## src/rtl/usb_ls_rx_pkg.sv

```systemverilog
package usb_ls_rx_pkg;

    typedef enum logic [1:0] {
        LN_SE0 = 2'b00,
        LN_K   = 2'b01,
        LN_J   = 2'b10,
        LN_SE1 = 2'b11
    } line_e;

    typedef enum logic [1:0] {
        RX_IDLE,
        RX_ACTIVE,
        RX_HOLD
    } rx_state_e;

    localparam int MAX_RUN = 7;

    typedef logic [2:0] run_len_t;

    typedef struct packed {
        logic     push;
        run_len_t len;
    } run_req_t;

    // Number of whole bit times an interval of m clocks stands for.
    function automatic run_len_t bits_in_interval(input int unsigned m, input int unsigned cpb);
        run_len_t n;
        n = 3'd1;
        for (int k = 2; k <= MAX_RUN; k++) begin
            if (m >= (k * cpb) - (cpb / 2)) n = run_len_t'(k);
        end
        return n;
    endfunction

endpackage

```

## src/rtl/usb_ls_line_sampler.sv

```systemverilog
module usb_ls_line_sampler
    import usb_ls_rx_pkg::*;
(
    input  logic       clk,
    input  logic       rst,
    input  logic [1:0] line_in,
    output line_e      line_s
);
    // Captured on the falling edge: half a clock of margin to the launching edge.
    always_ff @(negedge clk) begin
        if (rst) line_s <= LN_J;
        else     line_s <= line_e'(line_in);
    end
endmodule

```

## src/rtl/usb_ls_interval_timer.sv

```systemverilog
module usb_ls_interval_timer
    import usb_ls_rx_pkg::*;
#(
    parameter int CLKS_PER_BIT = 8
) (
    input  logic     clk,
    input  logic     rst,
    input  line_e    line_s,
    output run_req_t req,
    output logic     eop,
    output logic     err
);
    localparam int LIMIT = 8 * CLKS_PER_BIT - CLKS_PER_BIT / 2;
    localparam int CNT_W = $clog2(LIMIT + 1);
    localparam int SE0_W = $clog2(CLKS_PER_BIT + 1);

    rx_state_e        state;
    line_e            last_lvl;
    logic [CNT_W-1:0] cnt;
    logic [SE0_W-1:0] se0_cnt;

    logic is_data, toggle, overlong;

    always_comb begin
        is_data  = (line_s == LN_J) || (line_s == LN_K);
        toggle   = is_data && (line_s != last_lvl);
        overlong = (cnt >= CNT_W'(LIMIT));
        req.push = (state == RX_ACTIVE) && toggle && !overlong;
        req.len  = bits_in_interval(int'(cnt), CLKS_PER_BIT);
    end

    always_ff @(posedge clk) begin
        if (rst) begin
            state    <= RX_IDLE;
            last_lvl <= LN_J;
            cnt      <= '0;
            se0_cnt  <= '0;
            eop      <= 1'b0;
            err      <= 1'b0;
        end else begin
            eop <= 1'b0;
            err <= 1'b0;
            case (state)
                RX_IDLE: begin
                    last_lvl <= LN_J;
                    se0_cnt  <= '0;
                    if (line_s == LN_K) begin
                        state    <= RX_ACTIVE;
                        last_lvl <= LN_K;
                        cnt      <= CNT_W'(1);
                    end
                end
                RX_ACTIVE: begin
                    if (line_s == LN_SE0) begin
                        if (se0_cnt == SE0_W'(CLKS_PER_BIT - 1)) begin
                            eop   <= 1'b1;
                            state <= RX_IDLE;
                        end else begin
                            se0_cnt <= se0_cnt + 1'b1;
                        end
                        if (!overlong) cnt <= cnt + 1'b1;
                    end else begin
                        se0_cnt <= '0;
                        if (overlong) begin
                            err   <= 1'b1;
                            state <= RX_HOLD;
                        end else if (toggle) begin
                            cnt      <= CNT_W'(1);
                            last_lvl <= line_s;
                        end else begin
                            cnt <= cnt + 1'b1;
                        end
                    end
                end
                default: begin
                    if (line_s == LN_J) state <= RX_IDLE;
                end
            endcase
        end
    end

    assert_eop_pulse_R6: assert property (@(posedge clk) disable iff (rst) eop |=> !eop);
    assert_err_pulse_R7: assert property (@(posedge clk) disable iff (rst) err |=> !err);
endmodule

```

## src/rtl/usb_ls_run_fifo.sv

```systemverilog
module usb_ls_run_fifo
    import usb_ls_rx_pkg::*;
#(
    parameter int DEPTH = 4
) (
    input  logic     clk,
    input  logic     rst,
    input  logic     flush,
    input  logic     wr_en,
    input  run_len_t wr_data,
    input  logic     rd_en,
    output run_len_t rd_data,
    output logic     empty,
    output logic     full
);
    localparam int AW = (DEPTH > 1) ? $clog2(DEPTH) : 1;

    run_len_t      mem [DEPTH];
    logic [AW-1:0] wr_ptr, rd_ptr;
    logic [AW:0]   count;

    assign empty   = (count == '0);
    assign full    = (count == (AW+1)'(DEPTH));
    assign rd_data = mem[rd_ptr];

    always_ff @(posedge clk) begin
        if (wr_en && !full) mem[wr_ptr] <= wr_data;
    end

    always_ff @(posedge clk) begin
        if (rst || flush) begin
            wr_ptr <= '0;
            rd_ptr <= '0;
            count  <= '0;
        end else begin
            if (wr_en && !full) wr_ptr <= (wr_ptr == AW'(DEPTH - 1)) ? '0 : wr_ptr + 1'b1;
            if (rd_en && !empty) rd_ptr <= (rd_ptr == AW'(DEPTH - 1)) ? '0 : rd_ptr + 1'b1;
            count <= count + (AW+1)'(wr_en && !full) - (AW+1)'(rd_en && !empty);
        end
    end
endmodule

```

## src/rtl/usb_ls_run_serializer.sv

```systemverilog
module usb_ls_run_serializer
    import usb_ls_rx_pkg::*;
(
    input  logic     clk,
    input  logic     rst,
    input  logic     flush,
    input  logic     q_empty,
    input  run_len_t q_data,
    output logic     q_pop,
    output logic     bit_out,
    output logic     bit_valid
);
    run_len_t rem;

    assign q_pop = !flush && (rem == '0) && !q_empty;

    always_ff @(posedge clk) begin
        if (rst || flush) begin
            rem       <= '0;
            bit_out   <= 1'b0;
            bit_valid <= 1'b0;
        end else if (q_pop) begin
            bit_out   <= (q_data > 3'd1);
            bit_valid <= 1'b1;
            rem       <= run_len_t'(q_data - 3'd1);
        end else if (rem != '0) begin
            bit_out   <= (rem > 3'd1);
            bit_valid <= 1'b1;
            rem       <= run_len_t'(rem - 3'd1);
        end else begin
            bit_valid <= 1'b0;
        end
    end

    assert_popped_run_nonzero_R3: assert property (@(posedge clk) disable iff (rst) q_pop |-> (q_data != '0));
endmodule

```

## src/rtl/usb_ls_interval_rx.sv

```systemverilog
module usb_ls_interval_rx
    import usb_ls_rx_pkg::*;
#(
    parameter int CLKS_PER_BIT    = 8,
    parameter int RUN_QUEUE_DEPTH = 4
) (
    input  logic       clk,
    input  logic       rst,
    input  logic [1:0] line_state,
    output logic       bit_out,
    output logic       bit_valid,
    output logic       eop_strobe,
    output logic       stuff_err
);
    line_e    line_s;
    run_req_t req;
    run_len_t q_data;
    logic     q_empty, q_full, q_pop;

    usb_ls_line_sampler u_sampler (
        .clk     (clk),
        .rst     (rst),
        .line_in (line_state),
        .line_s  (line_s)
    );

    usb_ls_interval_timer #(.CLKS_PER_BIT(CLKS_PER_BIT)) u_timer (
        .clk    (clk),
        .rst    (rst),
        .line_s (line_s),
        .req    (req),
        .eop    (eop_strobe),
        .err    (stuff_err)
    );

    usb_ls_run_fifo #(.DEPTH(RUN_QUEUE_DEPTH)) u_fifo (
        .clk     (clk),
        .rst     (rst),
        .flush   (stuff_err),
        .wr_en   (req.push),
        .wr_data (req.len),
        .rd_en   (q_pop),
        .rd_data (q_data),
        .empty   (q_empty),
        .full    (q_full)
    );

    usb_ls_run_serializer u_ser (
        .clk       (clk),
        .rst       (rst),
        .flush     (stuff_err),
        .q_empty   (q_empty),
        .q_data    (q_data),
        .q_pop     (q_pop),
        .bit_out   (bit_out),
        .bit_valid (bit_valid)
    );

    assert_no_overflow_R10: assert property (@(posedge clk) disable iff (rst) req.push |-> !q_full);
    assert_eop_err_exclusive_R6: assert property (@(posedge clk) disable iff (rst) !(eop_strobe && stuff_err));
endmodule

```

## config.mk

```make
export PLATFORM = sky130hd
export DESIGN_NAME = usb_ls_interval_rx
export DESIGN_NICKNAME = d
export VERILOG_FILES = /design/src/rtl/usb_ls_rx_pkg.sv /design/src/rtl/usb_ls_line_sampler.sv /design/src/rtl/usb_ls_interval_timer.sv /design/src/rtl/usb_ls_run_fifo.sv /design/src/rtl/usb_ls_run_serializer.sv /design/src/rtl/usb_ls_interval_rx.sv
export SDC_FILE = /design/constraint.sdc
export NUM_CORES = 1
export LEC_CHECK = 0
export ABC_AREA = 1
export BUFFER_PORTS_ARGS = -buffer_cell sky130_fd_sc_hd__buf_2
export CORE_MARGIN = 5
export CORE_UTILIZATION = 40
export DETAILED_ROUTE_END_ITERATION = 10
export PLACE_DENSITY_LB_ADDON = 0.1
export SLEW_MARGIN = 10
export SYNTH_ARGS = -nofsm -noshare
export SYNTH_HDL_FRONTEND = slang
export SYNTH_SLANG_ARGS = --single-unit
```

## constraint.sdc

```tcl
create_clock -name clk -period 5.1 [get_ports clk]
set_input_delay 1.02 -clock clk [delete_from_list [all_inputs] [get_ports clk]]
set_output_delay 1.02 -clock clk [all_outputs]
set_load 0.03 [all_outputs]
```

==> results of run 1 <==
[cell type report]
type | instances | area share
repair buffers | 7 | 0.0140
well taps | 72 | 0.0360
clock buffers | 7 | 0.0345
multi-input cells | 187 | 0.434
inverters | 49 | 0.0746
clock inverters | 3 | 0.00601
flip-flops and latches | 44 | 0.400
[state kept, by name, summed over array words and instances, names as in the netlist, 3 cells and up, named ones only]
register	cells
u_fifo.count	3
u_fifo.mem	12
u_ser.rem	3
u_timer.cnt	6
u_timer.se0_cnt	4
[worst max path at each step]
stage          slack (ns)                         end                      startpoint  cells after the start
2_1_floorplan        0.63  u_fifo.count[2]$_SDFF_PP0_  u_sampler.line_s[0]$_SDFF_NP0_                      9
3_3_place_gp         0.55  u_fifo.count[2]$_SDFF_PP0_  u_sampler.line_s[0]$_SDFF_NP0_                      9
3_5_place_dp         0.49  u_fifo.count[2]$_SDFF_PP0_  u_sampler.line_s[0]$_SDFF_NP0_                      9
4_1_cts              0.44  u_fifo.count[2]$_SDFF_PP0_  u_sampler.line_s[0]$_SDFF_NP0_                      9
5_1_grt              0.30  u_fifo.count[2]$_SDFF_PP0_  u_sampler.line_s[0]$_SDFF_NP0_                      9
6_report             0.45  u_fifo.count[2]$_SDFF_PP0_  u_sampler.line_s[0]$_SDFF_NP0_                      9
[placed cells by master, fill, tap and decap left out, types with 7 or more instances in the layout]
cell type / instances
sky130_fd_sc_hd__inv_1: 44
sky130_fd_sc_hd__edfxtp_1: 12
sky130_fd_sc_hd__nor2_1: 31
sky130_fd_sc_hd__ha_1: 18
sky130_fd_sc_hd__o21ai_0: 10
sky130_fd_sc_hd__dfxtp_1: 32
sky130_fd_sc_hd__a21oi_1: 17
sky130_fd_sc_hd__nand2_1: 53
sky130_fd_sc_hd__buf_2: 7
sky130_fd_sc_hd__nand3_1: 19
[per-stage QoR]
stage | cell area [sq um] | total power, W | instances | utilization
2_1_floorplan | 2290 | 0.000790 | 283 | -
3_5_place_dp | 2400 | 0.000875 | 360 | 0.434
4_1_cts | 2500 | 0.00111 | 369 | 0.451
6_report | 2500 | 0.00109 | 369 | 0.451
3_3_place_gp | 2400 | 0.000876 | 360 | 0.434
5_1_grt | 2500 | 0.00120 | 369 | 0.451
[metal layers]
metal  GRT usage  vias to the layer above  wire length [um]
li1            -                      926                 -
met1       0.149                      722              1860
met2       0.203                       14              1830
met3      0.0403                        4               105
met4      0.0345                        0                33
met5           0                        -                 0
[power by group]
part / internal, W / switching (W) / leakage (nW)
logic: 0.000154 / 0.000244 / 0.695
registers: 0.000414 / 0.0000447 / 0.381
clock network: 0.000112 / 0.000120 / 0.0551
[worst max-delay path, delay by kind of cell (launching register included)]
family | cells | cell delay [ns]
buf+inv | 2 | 0.15
compound gates | 1 | 0.12
simple gates | 3 | 0.55
flops | 1 | 0.34
fa+ha+maj | 3 | 0.84
[cells by family after synthesis]
logic type	after synthesis	synth area share
compound gates	37	0.0903
simple gates	127	0.262
flops	44	0.438
buf+inv	52	0.0870
xor+xnor	4	0.0153
fa+ha+maj	19	0.107
==> impl_results.md, run 1 <==
- Number of nets in the synthesized netlist: 306
- First-iteration detailed-routing DRC count: 74
- Pre-CTS worst setup slack: 0.494 ns
- Cell-by-cell listing of the critical path: inv_1 -> ha_1 -> nand2_1 -> nor2_2 -> ha_1 -> inv_1 -> fa_1 -> or2_2 -> a21oi_1
- Number of hold-repair buffers added at the cts stage: 0
- Final setup violation count: 0
- All-layer global routing usage: 0.121
- Register area share after synthesis: 0.438
- Final hold slack: 0.485 ns
- Total vias in the final route: 1666
- Number of antenna violations at the first check in global routing: 0
- Biggest area consumer among synthesized cells: sky130_fd_sc_hd__dfxtp_1
- Number of buffers on the longest clock path: 2
- Top post-synthesis cells by count: 53 x sky130_fd_sc_hd__nand2_1, 43 x sky130_fd_sc_hd__inv_1, 32 x sky130_fd_sc_hd__dfxtp_1
- Total area of sequential cells: 1000 sq um
- Stage delay of the slowest cell on the critical path: 0.37 ns
- Critical register-to-register path startpoint: u_sampler.line_s[0]$_SDFF_NP0_
- Fraction of registers with async set or reset after synthesis: 0
- Startpoint class of the critical path: flip-flop
- Gr ovfl total: 0
- Most used flip-flop cell after synthesis: sky130_fd_sc_hd__dfxtp_1
- Category of the critical setup timing path: flip-flop to flip-flop
- Postcts setup bufs: 0
- Inserted Diodes: 0
- Clk pin slew, worst setup/hold paths: 0.08 ns
- Antenna-violating nets left: 0
- Outcome: finished, final reports clean
- Layout Skew: 0.0645 ns
- GP Congestion: 0.717
- Hold Vio Cnt, Final: 0
- Crit path required time: 5.33 ns
- Library cell used as clock root buffer: sky130_fd_sc_hd__clkbuf_8
- Iteration count of the initial detailed-routing pass: 4
- Area fraction of the dominant cell type after synthesis: 0.280
- Detailed Place HPWL: 3040 um
- Distinct cells, synth: 33
- # DRC: 0
- Critical Path End Type: flip-flop
- Die extent in x: 85.6 um
- Number of cells on the worst reg-to-reg path: 9
- Largest fanout of any net on the critical path: 4
- Fill cells: 574
- Core ar.: 5540 sq um
- Number of rows in the core area: 27
- I/O pin count: 8
- Syn_area_per_cell: 8.08 sq um
- Path category of the worst min-delay check: flip-flop to flip-flop
- Depth of the CTS H-tree: 2
- Num CTS Buffers: 5
- Capturing point of the worst reg2reg path: u_fifo.count[2]$_SDFF_PP0_
- Count of state elements after synthesis: 44
- Number of nets in the layout: 319
- Worst-case vdd ir drop: 0.000186 V
- Drt total wl: 3830 um
- PostCTS Resize Cnt: 0
- Number of enable-type register cells in the synthesized netlist: 12
- Hold path startpoint: u_timer.last_lvl[0]$_SDFFE_PP0P_
- Warning count from the yosys run: 0
- Die ar.: 7330 sq um
- Largest net degree at the start of global routing: 14
- Critical path's slowest cell: sky130_fd_sc_hd__fa_1
- Die H: 85.6 um
- End of the worst hold path: u_timer.last_lvl[0]$_SDFFE_PP0P_
- Most instantiated library cell after synthesis: sky130_fd_sc_hd__nand2_1
- Count of cells along the worst hold path: 2
- Area growth syn-to-layout: 9.36%
- Worst reg2reg setup slack: 0.45 ns
- Worst path arrival time: 4.88 ns
- CTS tree: yes
- Mapped Cells: 283
- Leading post-synthesis cells by cell area: sky130_fd_sc_hd__dfxtp_1 28%, sky130_fd_sc_hd__edfxtp_1 16%, sky130_fd_sc_hd__ha_1 9.9%, sky130_fd_sc_hd__nand2_1 8.7%, sky130_fd_sc_hd__inv_1 7.1%
- Leakage component of the power: 1.13 nW
- Number of input and output port buffers inserted: 7
- Count of clock tree sinks: 44
- Worst slew margin relative to its limit: 0.655
- Power per cell area: 435 nW/um^2
- Global-route wire length before repair: 7110 um
- Unrepaired setup endpoints after global routing: false
- Detail-routed net length per standard cell: 10.4 um
- Pins over their slew limit: 0
- Area used by multi-input combinational logic: 1090 sq um
- Transition time at the pin with the least slew margin: 0.513 ns
- Layout cell share with drive strength beyond 1: 0.131
- Final setup slack of the worst path: 0.446 ns
- Number of global-route vias before repair: 1593
- Initial core utilization: 0.413
- Clock latency reported for the late side of the worst-skew pair: 0.35 ns
- Area of the mapped netlist: 2290 sq um
- Total of max-cap violations: 0
- Routed vias/inst: 4.51
- Final total negative setup slack: 0 ns
Note: power is estimated with default switching activity, not from simulation.
==> inputs of run 2 (changes only) <==
Settings changed: CORE_UTILIZATION 40 to 60, PLACE_DENSITY set to 0.86, PLACE_DENSITY_LB_ADDON 0.1 to unset.
==> run 2 against run 1 <==
Compared with the run above:
- critical path depth is the same
- die area decreased by 30%
- sequential power about the same
- via count grew 5.5%
- core utilization rose by 23 points
- power grew 13%
- wire length increased by 6.8%
- final cell count shrank 6.5%
- clock-buffer cell count is 1 lower
- sequential share of layout area is 0.48 points lower
- sequential cell count did not move
- combinational power rose by 5.8%
- critical path type unchanged
- critical endpoint unchanged
- largest cell class unchanged
- largest power group unchanged
- highest routed layer unchanged
==> impl_results.md, run 2 (synthesis results as in run 1) <==
- Critical path's slowest cell: sky130_fd_sc_hd__fa_1
- Leakage component of the power: 1.16 nW
- Initial core utilization: 0.620
- Detail-routed net length per standard cell: 11.9 um
- Largest fanout of any net on the critical path: 4
- Clk pin slew, worst setup/hold paths: 0.08 ns
- # DRC: 0
- Final setup violation count: 0
- Outcome: finished, final reports clean
- Hold Vio Cnt, Final: 0
- Total area of sequential cells: 1000 sq um
- Critical Path Start: u_sampler.line_s[0]$_SDFF_NP0_
- Number of buffers on the longest clock path: 2
- Detailed Place HPWL: 3140 um
- Capturing point of the worst reg2reg path: u_fifo.count[2]$_SDFF_PP0_
- Iteration count of the initial detailed-routing pass: 4
- Logic pwr share: 0.342
- Final total negative setup slack: 0 ns
- Worst Setup EP: u_fifo.count[2]$_SDFF_PP0_
- Die extent in x: 71.7 um
- Total vias in the final route: 1758
- Biggest regs: u_fifo.mem (12), u_timer.cnt (6), u_timer.se0_cnt (4)
- Crit path required time: 5.33 ns
- GP Congestion: 0.906
- Number of hold-repair buffers added at the cts stage: 0
- Path category of the worst min-delay check: flip-flop to flip-flop
- Non-filler cells in the finished layout: 345
- Area used by multi-input combinational logic: 1090 sq um
- Worst-case vdd ir drop: 0.000245 V
- Number of input and output port buffers inserted: 7
- Startpoint class of the critical path: flip-flop
- Switching power: 0.000430 W
- Total of max-cap violations: 0
- Switch share: 0.350
- Transition time at the pin with the least slew margin: 0.435 ns
- PostCTS Resize Cnt: 0
- Die H: 71.7 um
- Largest net degree at the start of global routing: 15
- Final design utilization: 0.686
- Flip-flop count of the largest register after layout: 12
- Count of clock tree sinks: 44
- Pins over their slew limit: 0
- Area growth syn-to-layout: 10.7%
- Worst reg2reg setup slack: 0.41 ns
- Layout cell share with drive strength beyond 1: 0.135
- Antenna-violating nets left: 0
- Number of nets in the layout: 319
- Critical register-to-register path startpoint: u_sampler.line_s[0]$_SDFF_NP0_
- Layout Skew: 0.0594 ns
- Final hold slack: 0.484 ns
- Cell internal pwr: 0.000799 W
- Commonest non-fill, non-tap cell in the layout: sky130_fd_sc_hd__nand2_1
- Worst path arrival time: 4.92 ns
- Stage delay of the slowest cell on the critical path: 0.37 ns
- Routed vias/inst: 5.10
- Critical Path End Type: flip-flop
- Sequential cell fraction of total power: 0.375
- I/O pin count: 8
- Number of cells on the worst reg-to-reg path: 9
- Core ar.: 3690 sq um
- Number of placed instances with taps included: 336
- CTS tree: yes
- Fill cells: 315
- Clock latency reported for the late side of the worst-skew pair: 0.35 ns
- Unrepaired setup endpoints after global routing: false
- Category of the critical setup timing path: flip-flop to flip-flop
- Number of rows in the core area: 22
- Power per cell area: 485 nW/um^2
- All-layer global routing usage: 0.177
- Cell-by-cell listing of the critical path: inv_1 -> ha_1 -> nand2_1 -> nor2_2 -> ha_1 -> inv_1 -> fa_1 -> or2_2 -> a21oi_1
- Worst slew margin relative to its limit: 0.707
- Power share of the clock group: 0.283
- Depth of the CTS H-tree: 2
- Inserted Diodes: 0
- Drt total wl: 4090 um
- Number of antenna violations at the first check in global routing: 0
- Num CTS Buffers: 5
- Global-route wire length before repair: 7200 um
- Number of global-route vias before repair: 1698
- Die ar.: 5140 sq um
- Gr ovfl total: 0
- First-iteration detailed-routing DRC count: 129
- Library cell used as clock root buffer: sky130_fd_sc_hd__clkbuf_8
- Highest-count cells in the layout ignoring fill and taps: 53 x sky130_fd_sc_hd__nand2_1, 44 x sky130_fd_sc_hd__inv_1, 32 x sky130_fd_sc_hd__dfxtp_1
- Postcts setup bufs: 0
- Register bank with the most flops: u_fifo.mem
==> run 2: worst min-delay path by stage <==
stage                                      from  depth (start not counted)                               end  slack, ns
2_1_floorplan  u_timer.last_lvl[1]$_SDFFE_PP1P_                          2  u_timer.last_lvl[1]$_SDFFE_PP1P_       0.45
3_3_place_gp    u_timer.se0_cnt[2]$_SDFFE_PP0P_                          1   u_timer.se0_cnt[2]$_SDFFE_PP0P_       0.47
3_5_place_dp   u_timer.last_lvl[0]$_SDFFE_PP0P_                          2  u_timer.last_lvl[0]$_SDFFE_PP0P_       0.48
4_1_cts        u_timer.last_lvl[0]$_SDFFE_PP0P_                          2  u_timer.last_lvl[0]$_SDFFE_PP0P_       0.49
5_1_grt        u_timer.last_lvl[0]$_SDFFE_PP0P_                          2  u_timer.last_lvl[0]$_SDFFE_PP0P_       0.50
6_report       u_timer.last_lvl[0]$_SDFFE_PP0P_                          2  u_timer.last_lvl[0]$_SDFFE_PP0P_       0.48
==> run 2: through the flow <==
stage | power, W | area, sq um | worst slack, ns
floorplan | 0.000790 | 2290 | 0.627
detailed placement | 0.000890 | 2370 | 0.466
CTS | 0.00123 | 2530 | 0.415
global route | 0.00132 | 2530 | 0.268
global placement | 0.000861 | 2370 | 0.569
finish | 0.00123 | 2530 | 0.410
==> run 2: power groups by stage <==
stage / combinational (W) / sequential, W / clock (W)
finish: 0.000420 / 0.000460 / 0.000348
global route: 0.000480 / 0.000467 / 0.000373
CTS: 0.000420 / 0.000460 / 0.000353
detailed placement: 0.000418 / 0.000468 / 0.00000368
global placement: 0.000392 / 0.000464 / 0.00000368
floorplan: 0.000316 / 0.000471 / 0.00000368
==> run 2: critical path, delay by kind of cell, from the launching register on <==
kind | cells | cell delay [ns]
fa+ha+maj | 3 | 0.86
flops | 1 | 0.34
simple gates | 3 | 0.58
buf+inv | 2 | 0.14
compound gates | 1 | 0.12
==> run 2: area by class of cell <==
type / instances / area share
well taps: 48 / 0.0237
repair buffers: 7 / 0.0138
multi-input cells: 187 / 0.429
clock inverters: 4 / 0.0267
flip-flops and latches: 44 / 0.396
clock buffers: 6 / 0.0371
inverters: 49 / 0.0737
==> run 2: layer usage <==
metal | track usage | vias up | wire, um
met5 | 0 | - | 0
met4 | 0.0981 | 0 | 112
met2 | 0.310 | 20 | 2100
li1 | - | 930 | -
met3 | 0.0365 | 9 | 94
met1 | 0.198 | 799 | 1780
